--- src/rtl/trip_pkg.sv ---
package trip_pkg;

    localparam int N_PH  = 3;
    localparam int SEL_W = 2;
    localparam int ACT_W = 2;

    typedef enum logic [ACT_W-1:0] {
        ACT_HIZ  = 2'b00,
        ACT_HIGH = 2'b01,
        ACT_LOW  = 2'b10,
        ACT_NONE = 2'b11
    } trip_act_e;

    typedef enum logic {
        CLS_OST = 1'b0,
        CLS_CBC = 1'b1
    } trip_cls_e;

    typedef struct packed {
        logic lvl;
        logic hiz;
    } drive_t;

    // Event of one path: selected active-low comparator, or any phase in global mode
    function automatic logic path_event(input logic [N_PH-1:0] flt_n,
                                        input logic [SEL_W-1:0] sel,
                                        input logic glob);
        logic hit;
        hit = 1'b0;
        if (glob)
            hit = ~&flt_n;
        else if (int'(sel) < N_PH)
            hit = ~flt_n[sel];
        return hit;
    endfunction

    function automatic drive_t apply_act(input trip_act_e act,
                                         input logic pwm,
                                         input logic tripped);
        drive_t d;
        d.lvl = pwm;
        d.hiz = 1'b0;
        if (tripped) begin
            case (act)
                ACT_HIZ:  begin d.lvl = 1'b0; d.hiz = 1'b1; end
                ACT_HIGH: d.lvl = 1'b1;
                ACT_LOW:  d.lvl = 1'b0;
                default:  d.lvl = pwm;
            endcase
        end
        return d;
    endfunction

endpackage

--- src/rtl/trip_sync.sv ---
module trip_sync #(
    parameter int WIDTH  = 3,
    parameter int STAGES = 2
) (
    input  logic             clk,
    input  logic             rst,
    input  logic [WIDTH-1:0] d,
    output logic [WIDTH-1:0] q
);

    logic [WIDTH-1:0] stg [STAGES];

    always_ff @(posedge clk) begin
        if (rst) begin
            for (int i = 0; i < STAGES; i++) stg[i] <= '1;
        end else begin
            stg[0] <= d;
            for (int i = 1; i < STAGES; i++) stg[i] <= stg[i-1];
        end
    end

    assign q = stg[STAGES-1];

endmodule

--- src/rtl/trip_path.sv ---
module trip_path
    import trip_pkg::*;
(
    input  logic              clk,
    input  logic              rst,
    input  logic [N_PH-1:0]   flt_raw_n,
    input  logic [N_PH-1:0]   flt_sync_n,
    input  logic [SEL_W-1:0]  sel,
    input  trip_cls_e         cls,
    input  logic              async_en,
    input  logic              glob,
    input  trip_act_e         act,
    input  logic              period_start,
    input  logic              clr,
    input  logic              pwm_in,
    output logic              pwm_out,
    output logic              hiz_out,
    output logic              ost_nxt,
    output logic              cbc_nxt,
    output logic              rise
);

    logic   ost_q, cbc_q;
    logic   ev_sync, ev_raw, force_now;
    drive_t drv;

    always_comb begin
        ev_sync = path_event(flt_sync_n, sel, glob);
        ev_raw  = path_event(flt_raw_n, sel, glob);
        // set wins over clear so a persisting fault keeps the latch
        ost_nxt = (ost_q & ~clr)          | (ev_sync & (cls == CLS_OST));
        cbc_nxt = (cbc_q & ~period_start) | (ev_sync & (cls == CLS_CBC));
        rise    = (ost_nxt & ~ost_q) | (cbc_nxt & ~cbc_q);
    end

    always_ff @(posedge clk) begin
        if (rst) begin
            ost_q <= 1'b0;
            cbc_q <= 1'b0;
        end else begin
            ost_q <= ost_nxt;
            cbc_q <= cbc_nxt;
        end
    end

    // asynchronous override straight from the raw comparator
    assign force_now = ost_q | cbc_q | (async_en & ev_raw);

    always_comb begin
        drv     = apply_act(act, pwm_in, force_now);
        pwm_out = drv.lvl;
        hiz_out = drv.hiz;
    end

    assert_ost_hold_R3: assert property (@(posedge clk) disable iff (rst)
        (ost_q && !clr) |=> ost_q);

    assert_cbc_hold_R4: assert property (@(posedge clk) disable iff (rst)
        (cbc_q && !period_start) |=> cbc_q);

    assert_forced_low_R5: assert property (@(posedge clk) disable iff (rst)
        ((ost_q || cbc_q) && act == ACT_LOW) |-> (!pwm_out && !hiz_out));

endmodule

--- src/rtl/pwm_trip_ctrl.sv ---
module pwm_trip_ctrl
    import trip_pkg::*;
#(
    parameter int SYNC_STAGES = 2
) (
    input  logic                  clk,
    input  logic                  rst,
    input  logic [N_PH-1:0]       flt_n,
    input  logic                  period_start,
    input  logic                  clr_trip,
    input  logic                  cfg_global,
    input  logic [N_PH*SEL_W-1:0] cfg_src_a,
    input  logic [N_PH*SEL_W-1:0] cfg_src_b,
    input  logic [N_PH-1:0]       cfg_cls_a,
    input  logic [N_PH-1:0]       cfg_cls_b,
    input  logic [N_PH-1:0]       cfg_async_a,
    input  logic [N_PH-1:0]       cfg_async_b,
    input  logic [N_PH*ACT_W-1:0] cfg_act_a,
    input  logic [N_PH*ACT_W-1:0] cfg_act_b,
    input  logic [N_PH-1:0]       pwm_a_in,
    input  logic [N_PH-1:0]       pwm_b_in,
    output logic [N_PH-1:0]       pwm_a_out,
    output logic [N_PH-1:0]       pwm_b_out,
    output logic [N_PH-1:0]       hiz_a,
    output logic [N_PH-1:0]       hiz_b,
    output logic [N_PH-1:0]       sts_ost,
    output logic [N_PH-1:0]       sts_cbc,
    output logic                  trip_irq
);

    logic [N_PH-1:0] flt_sync_n;
    logic [N_PH-1:0] ost_a, ost_b, cbc_a, cbc_b, rise_a, rise_b;

    trip_sync #(.WIDTH(N_PH), .STAGES(SYNC_STAGES)) u_sync (
        .clk (clk),
        .rst (rst),
        .d   (flt_n),
        .q   (flt_sync_n)
    );

    for (genvar c = 0; c < N_PH; c++) begin : g_ph
        trip_path u_path_a (
            .clk          (clk),
            .rst          (rst),
            .flt_raw_n    (flt_n),
            .flt_sync_n   (flt_sync_n),
            .sel          (cfg_src_a[c*SEL_W +: SEL_W]),
            .cls          (trip_cls_e'(cfg_cls_a[c])),
            .async_en     (cfg_async_a[c]),
            .glob         (cfg_global),
            .act          (trip_act_e'(cfg_act_a[c*ACT_W +: ACT_W])),
            .period_start (period_start),
            .clr          (clr_trip),
            .pwm_in       (pwm_a_in[c]),
            .pwm_out      (pwm_a_out[c]),
            .hiz_out      (hiz_a[c]),
            .ost_nxt      (ost_a[c]),
            .cbc_nxt      (cbc_a[c]),
            .rise         (rise_a[c])
        );
        trip_path u_path_b (
            .clk          (clk),
            .rst          (rst),
            .flt_raw_n    (flt_n),
            .flt_sync_n   (flt_sync_n),
            .sel          (cfg_src_b[c*SEL_W +: SEL_W]),
            .cls          (trip_cls_e'(cfg_cls_b[c])),
            .async_en     (cfg_async_b[c]),
            .glob         (cfg_global),
            .act          (trip_act_e'(cfg_act_b[c*ACT_W +: ACT_W])),
            .period_start (period_start),
            .clr          (clr_trip),
            .pwm_in       (pwm_b_in[c]),
            .pwm_out      (pwm_b_out[c]),
            .hiz_out      (hiz_b[c]),
            .ost_nxt      (ost_b[c]),
            .cbc_nxt      (cbc_b[c]),
            .rise         (rise_b[c])
        );
    end

    always_ff @(posedge clk) begin
        if (rst) begin
            sts_ost  <= '0;
            sts_cbc  <= '0;
            trip_irq <= 1'b0;
        end else begin
            sts_ost  <= (sts_ost & ~{N_PH{clr_trip}}) | ost_a | ost_b;
            sts_cbc  <= (sts_cbc & ~{N_PH{clr_trip}}) | cbc_a | cbc_b;
            trip_irq <= |(rise_a | rise_b);
        end
    end

    assert_irq_status_R9: assert property (@(posedge clk) disable iff (rst)
        trip_irq |-> (|(sts_ost | sts_cbc)));

    assert_sticky_ost_R8: assert property (@(posedge clk) disable iff (rst)
        !clr_trip |=> ((sts_ost & $past(sts_ost)) == $past(sts_ost)));

    assert_sticky_cbc_R8: assert property (@(posedge clk) disable iff (rst)
        !clr_trip |=> ((sts_cbc & $past(sts_cbc)) == $past(sts_cbc)));

endmodule

--- config.mk ---
export PLATFORM = sky130hd
export DESIGN_NAME = pwm_trip_ctrl
export DESIGN_NICKNAME = d
export VERILOG_FILES = /design/src/rtl/trip_pkg.sv /design/src/rtl/trip_sync.sv /design/src/rtl/trip_path.sv /design/src/rtl/pwm_trip_ctrl.sv
export SDC_FILE = /design/constraint.sdc
export NUM_CORES = 1
export LEC_CHECK = 0
export ABC_AREA = 1
export ABC_CLOCK_PERIOD_IN_PS = 3500
export BUFFER_PORTS_ARGS = -buffer_cell sky130_fd_sc_hd__buf_4
export CAP_MARGIN = 0
export CELL_PAD_IN_SITES_DETAIL_PLACEMENT = 1
export CELL_PAD_IN_SITES_GLOBAL_PLACEMENT = 2
export CORE_MARGIN = 1
export CORE_UTILIZATION = 26
export CTS_CLUSTER_DIAMETER = 200
export DETAILED_ROUTE_END_ITERATION = 10
export HOLD_SLACK_MARGIN = 0.05
export PLACE_DENSITY = 0.95
export SYNTH_ARGS = -nofsm -noshare
export SYNTH_HDL_FRONTEND = slang
export SYNTH_HIERARCHICAL = 1
export SYNTH_SLANG_ARGS = --single-unit
--- constraint.sdc ---
create_clock -name clk -period 3.5 [get_ports clk]
set_clock_uncertainty 0.1 [all_clocks]
set_input_delay 0.525 -clock clk [delete_from_list [all_inputs] [get_ports clk]]
set_output_delay 0.525 -clock clk [all_outputs]
set_load 0.05 [all_outputs]
==> summary.md <==
| Metric | Value |
|---|---|
| Vias in the first global route | around 2200 |
| Hold wc startpoint | u_sync/stg[0][2]$_SDFF_PP1_ |
| Post-synth cell types | 13 |
| TritonCTS clock tree | done |
| CTS clk-pin slew, worst paths | roughly 0.090 ns |
| Final Hold Vio Count | 0 |
| Port Buffers | 68 |
| PwrDens | ~330 nW/µm² |
| Flops & latches, synth | 25 |
| GR Overflow Total | 0 |
| Drt wl/cell | around 11 µm |
| Fin crit share | 0.5856 |
| Least-Margin Pin Slew | 0.4401 ns |
| Synthesized Nets | between 300 and 400 |
| Cell area after layout | between 2000 and 3000 µm² |
| Setup CP Type | primary input to primary output |
| Adder-Cell Fraction of Synth Area | 0 |
| Post-synthesis xor/xnor area fraction | 0 |
| Cells after DPL | around 490 |
| Post-CTS sizing | 0 |
| Setup bufs post-CTS | 0 |
| Sequential fraction of the synthesis area | 0.2653 |
| Slowest cell on crit path | buf_4 |
| Hold endpoint | u_sync/stg[0][5]$_SDFF_PP1_ |
| Synth Area in Compound Gates | 0.1034 |
| Post-route ant nets | 0 |
| Fillers | 978 |
| Layout cells sized above 1 | 0.2900 |
| Critical path depth | 8 |
| # setup viols final | 0 |
| Mux cell area share after synthesis | 0 |
| Worst-path cell chain | buf_4 -> inv_1 -> nand2_1 -> nand2_1 -> nand3_2 -> nand2_2 -> a21oi_1 -> buf_4 |
| Vias per cell | about 4.4 |
| Post-layout nets | roughly 450 |
| Critical path peak fanout | 18 |
| Largest family of logic cells by synthesized area | simple AND/OR/NAND/NOR gates |
| Final wirelength | between 5000 and 6000 µm |
| Worst Path Buf+Inv | 3 |
| Setup WS post-layout | 1.450 ns |
| Hold Buf Count CTS | 0 |
| Die ar. | 7601 µm² |
| Max cap viols | 0 |
| FF-to-FF End | trip_irq$_SDFF_PP0_ |
| Post-place setup slack | between 1 and 1.5 ns |
| Worst vdd ir | 0.1299 mV |
| Worst path arrival time | 1.42 ns |
| # DRC | 0 |
| Final GP Congestion | between 0.7 and 0.8 |
| Core Footprint | a little under 7000 µm² |
| Synthesized area | ~1900 µm² |
| Minimum clock period | slightly above 2 ns |
| Peak Freq | between 400 and 500 MHz |
| Outcome | completed |
| Cells after Synth | about 330 |
| Reg area | 500.5 µm² |
| Initial DRC count | 51 |
| Clock sinks | 25 |
| Starting Density | 0.2732 |
| Leakage | between 1.5 and 2 nW |
| Hold Path Stages | 2 |
| Top cell family by delay on the critical path | buffers and inverters |
| Rows | 30 |
| Slew Limit Fails | 0 |
| Die Y | 87.19 µm |
| Initial antenna violation count | 0 |
| CTS Buf Count | 3 |
| Slowest stage delay, CP | between 0.2 and 0.25 ns |
| Largest net degree at the start of global routing | 21 |
| R2R cell count | 9 |
| Deepest clock path buffer count | 2 |
| Vias after detailed routing | around 2200 |
| N_diodes | 0 |
| First-pass GRT wire length | about 9600 µm |
| Critical Path RT | 2.87 ns |
| Most frequent cells in the layout | 127 x nand2_1, 68 x buf_4, 55 x inv_1 |
| Worst-Skew Late Latency | approximately 0.27 ns |
| I/O pin count | 69 |
| Synth Area in Simple Gates | 0.4920 |
| Hold crit path type | register to register |
| Die Wd | approximately 87 µm |
| Layout Area Growth over Synthesis | 34.62% |
| Area of the multi-input gates | roughly 1100 µm² |
| RSZ-0062 raised after global routing | false |
| CP Launch Type | primary input |
| Worst r2r src | u_sync/stg[0][3]$_SDFF_PP1_ |
| HPWL Detailed | approximately 4600 µm |
| Rel. slew slack | 0.7062 |
| Avg Inst Size Synth | about 5.7 µm² |
| GRT Resource Usage Total | 0.1582 |
| CP endpoint kind | primary output |
| Finished Layout Cells | 496 |
| Most common library cell in the layout ignoring fill and taps | nand2_1 |
| Placed cell area | between 2000 and 2500 µm² |
| Setup TNS | 0 ns |
| H-tree levels | 1 |
| R2R Setup Slk | between 1.5 and 2 ns |
| First-pass DRT Iterations | 4 |
| Synth warn | 6 |
| CTS Root Cell | clkbuf_8 |
==> synthesized netlist by cell type <==
cell type / count / area share
nand2_1: 127 / 0.25
inv_1: 55 / 0.11
dfxtp_1: 25 / 0.27
nand3_1: 25 / 0.066
a21oi_1: 24 / 0.064
nor2_1: 15 / 0.030
nand2_2: 12 / 0.040
nand3_2: 12 / 0.064
or2_2: 12 / 0.040
inv_2: 9 / 0.018
a21boi_0: 6 / 0.024
o21ai_1: 6 / 0.016
buf_4: 3 / 0.012
==> area by class of cell <==
class	count	share of cell area
clock buffer	4	0.01773
tap	96	0.04729
timing repair buffer	68	0.2010
sequential	25	0.1970
inverter	64	0.09458
multi-input combinational	239	0.4424
==> state kept, by name (all words and copies together) (netlist names) <==
signal and count:
sts_cbc 3, sts_ost 3, g_ph.u_path_b/ost_q 3, u_sync/stg 6
g_ph.u_path_a/ost_q 3, g_ph.u_path_b/cbc_q 3, g_ph.u_path_a/cbc_q 3, trip_irq 1
==> stage by stage <==
step                total power, W  hold slack [ns]  utilization
finish                   0.0008306           0.3245       0.3678
global route             0.0008840           0.3520       0.3678
CTS                      0.0008429           0.3306       0.3678
detailed placement       0.0006659           0.3088       0.3612
global placement         0.0006580           0.2834       0.3612
floorplan                0.0005337           0.2795            -
==> worst max path at each step <==
stage / start / end / slack (ns)
CTS: cfg_global / pwm_b_out[0] / 1.43
global placement: cfg_global / hiz_a[1] / 1.47
global route: cfg_global / hiz_b[0] / 1.31
floorplan: cfg_src_a[0] / hiz_a[0] / 1.28
finish: cfg_global / hiz_b[0] / 1.45
detailed placement: cfg_global / pwm_b_out[0] / 1.43
==> logic make-up (layout without fill, tap and decap cells) <==
group / count (synthesis) / count (layout)
flip-flops: 25 / 25
AND/OR/NAND/NOR: 203 / 203
AO/OA/AOI/OAI: 36 / 36
buffers and inverters: 67 / 136
==> power breakdown <==
| part | internal, W | switching (W) |
|---|---|---|
| registers | 0.000305 | 0.0000144 |
| logic | 0.000124 | 0.000211 |
| clock network | 0.0000816 | 0.0000947 |
| total | 0.000510 | 0.000320 |
==> layer usage <==
| layer | GRT usage | part of all wire | vias up |
|---|---|---|---|
| met4 | 0.03428 | 0.0098 | 0 |
| met5 | 0 | 0 | - |
| met2 | 0.2985 | 0.49 | 49 |
| li1 | - | - | 1141 |
| met1 | 0.1886 | 0.45 | 994 |
| met3 | 0.02275 | 0.045 | 6 |
==> worst min-delay path, delay by kind of cell (launching register included) <==
family / cells / cell delay (ns)
buf+inv: 1 / 0.03
flops: 1 / 0.32
simple gates: 1 / 0.05
(Power assumes the default switching activity.)
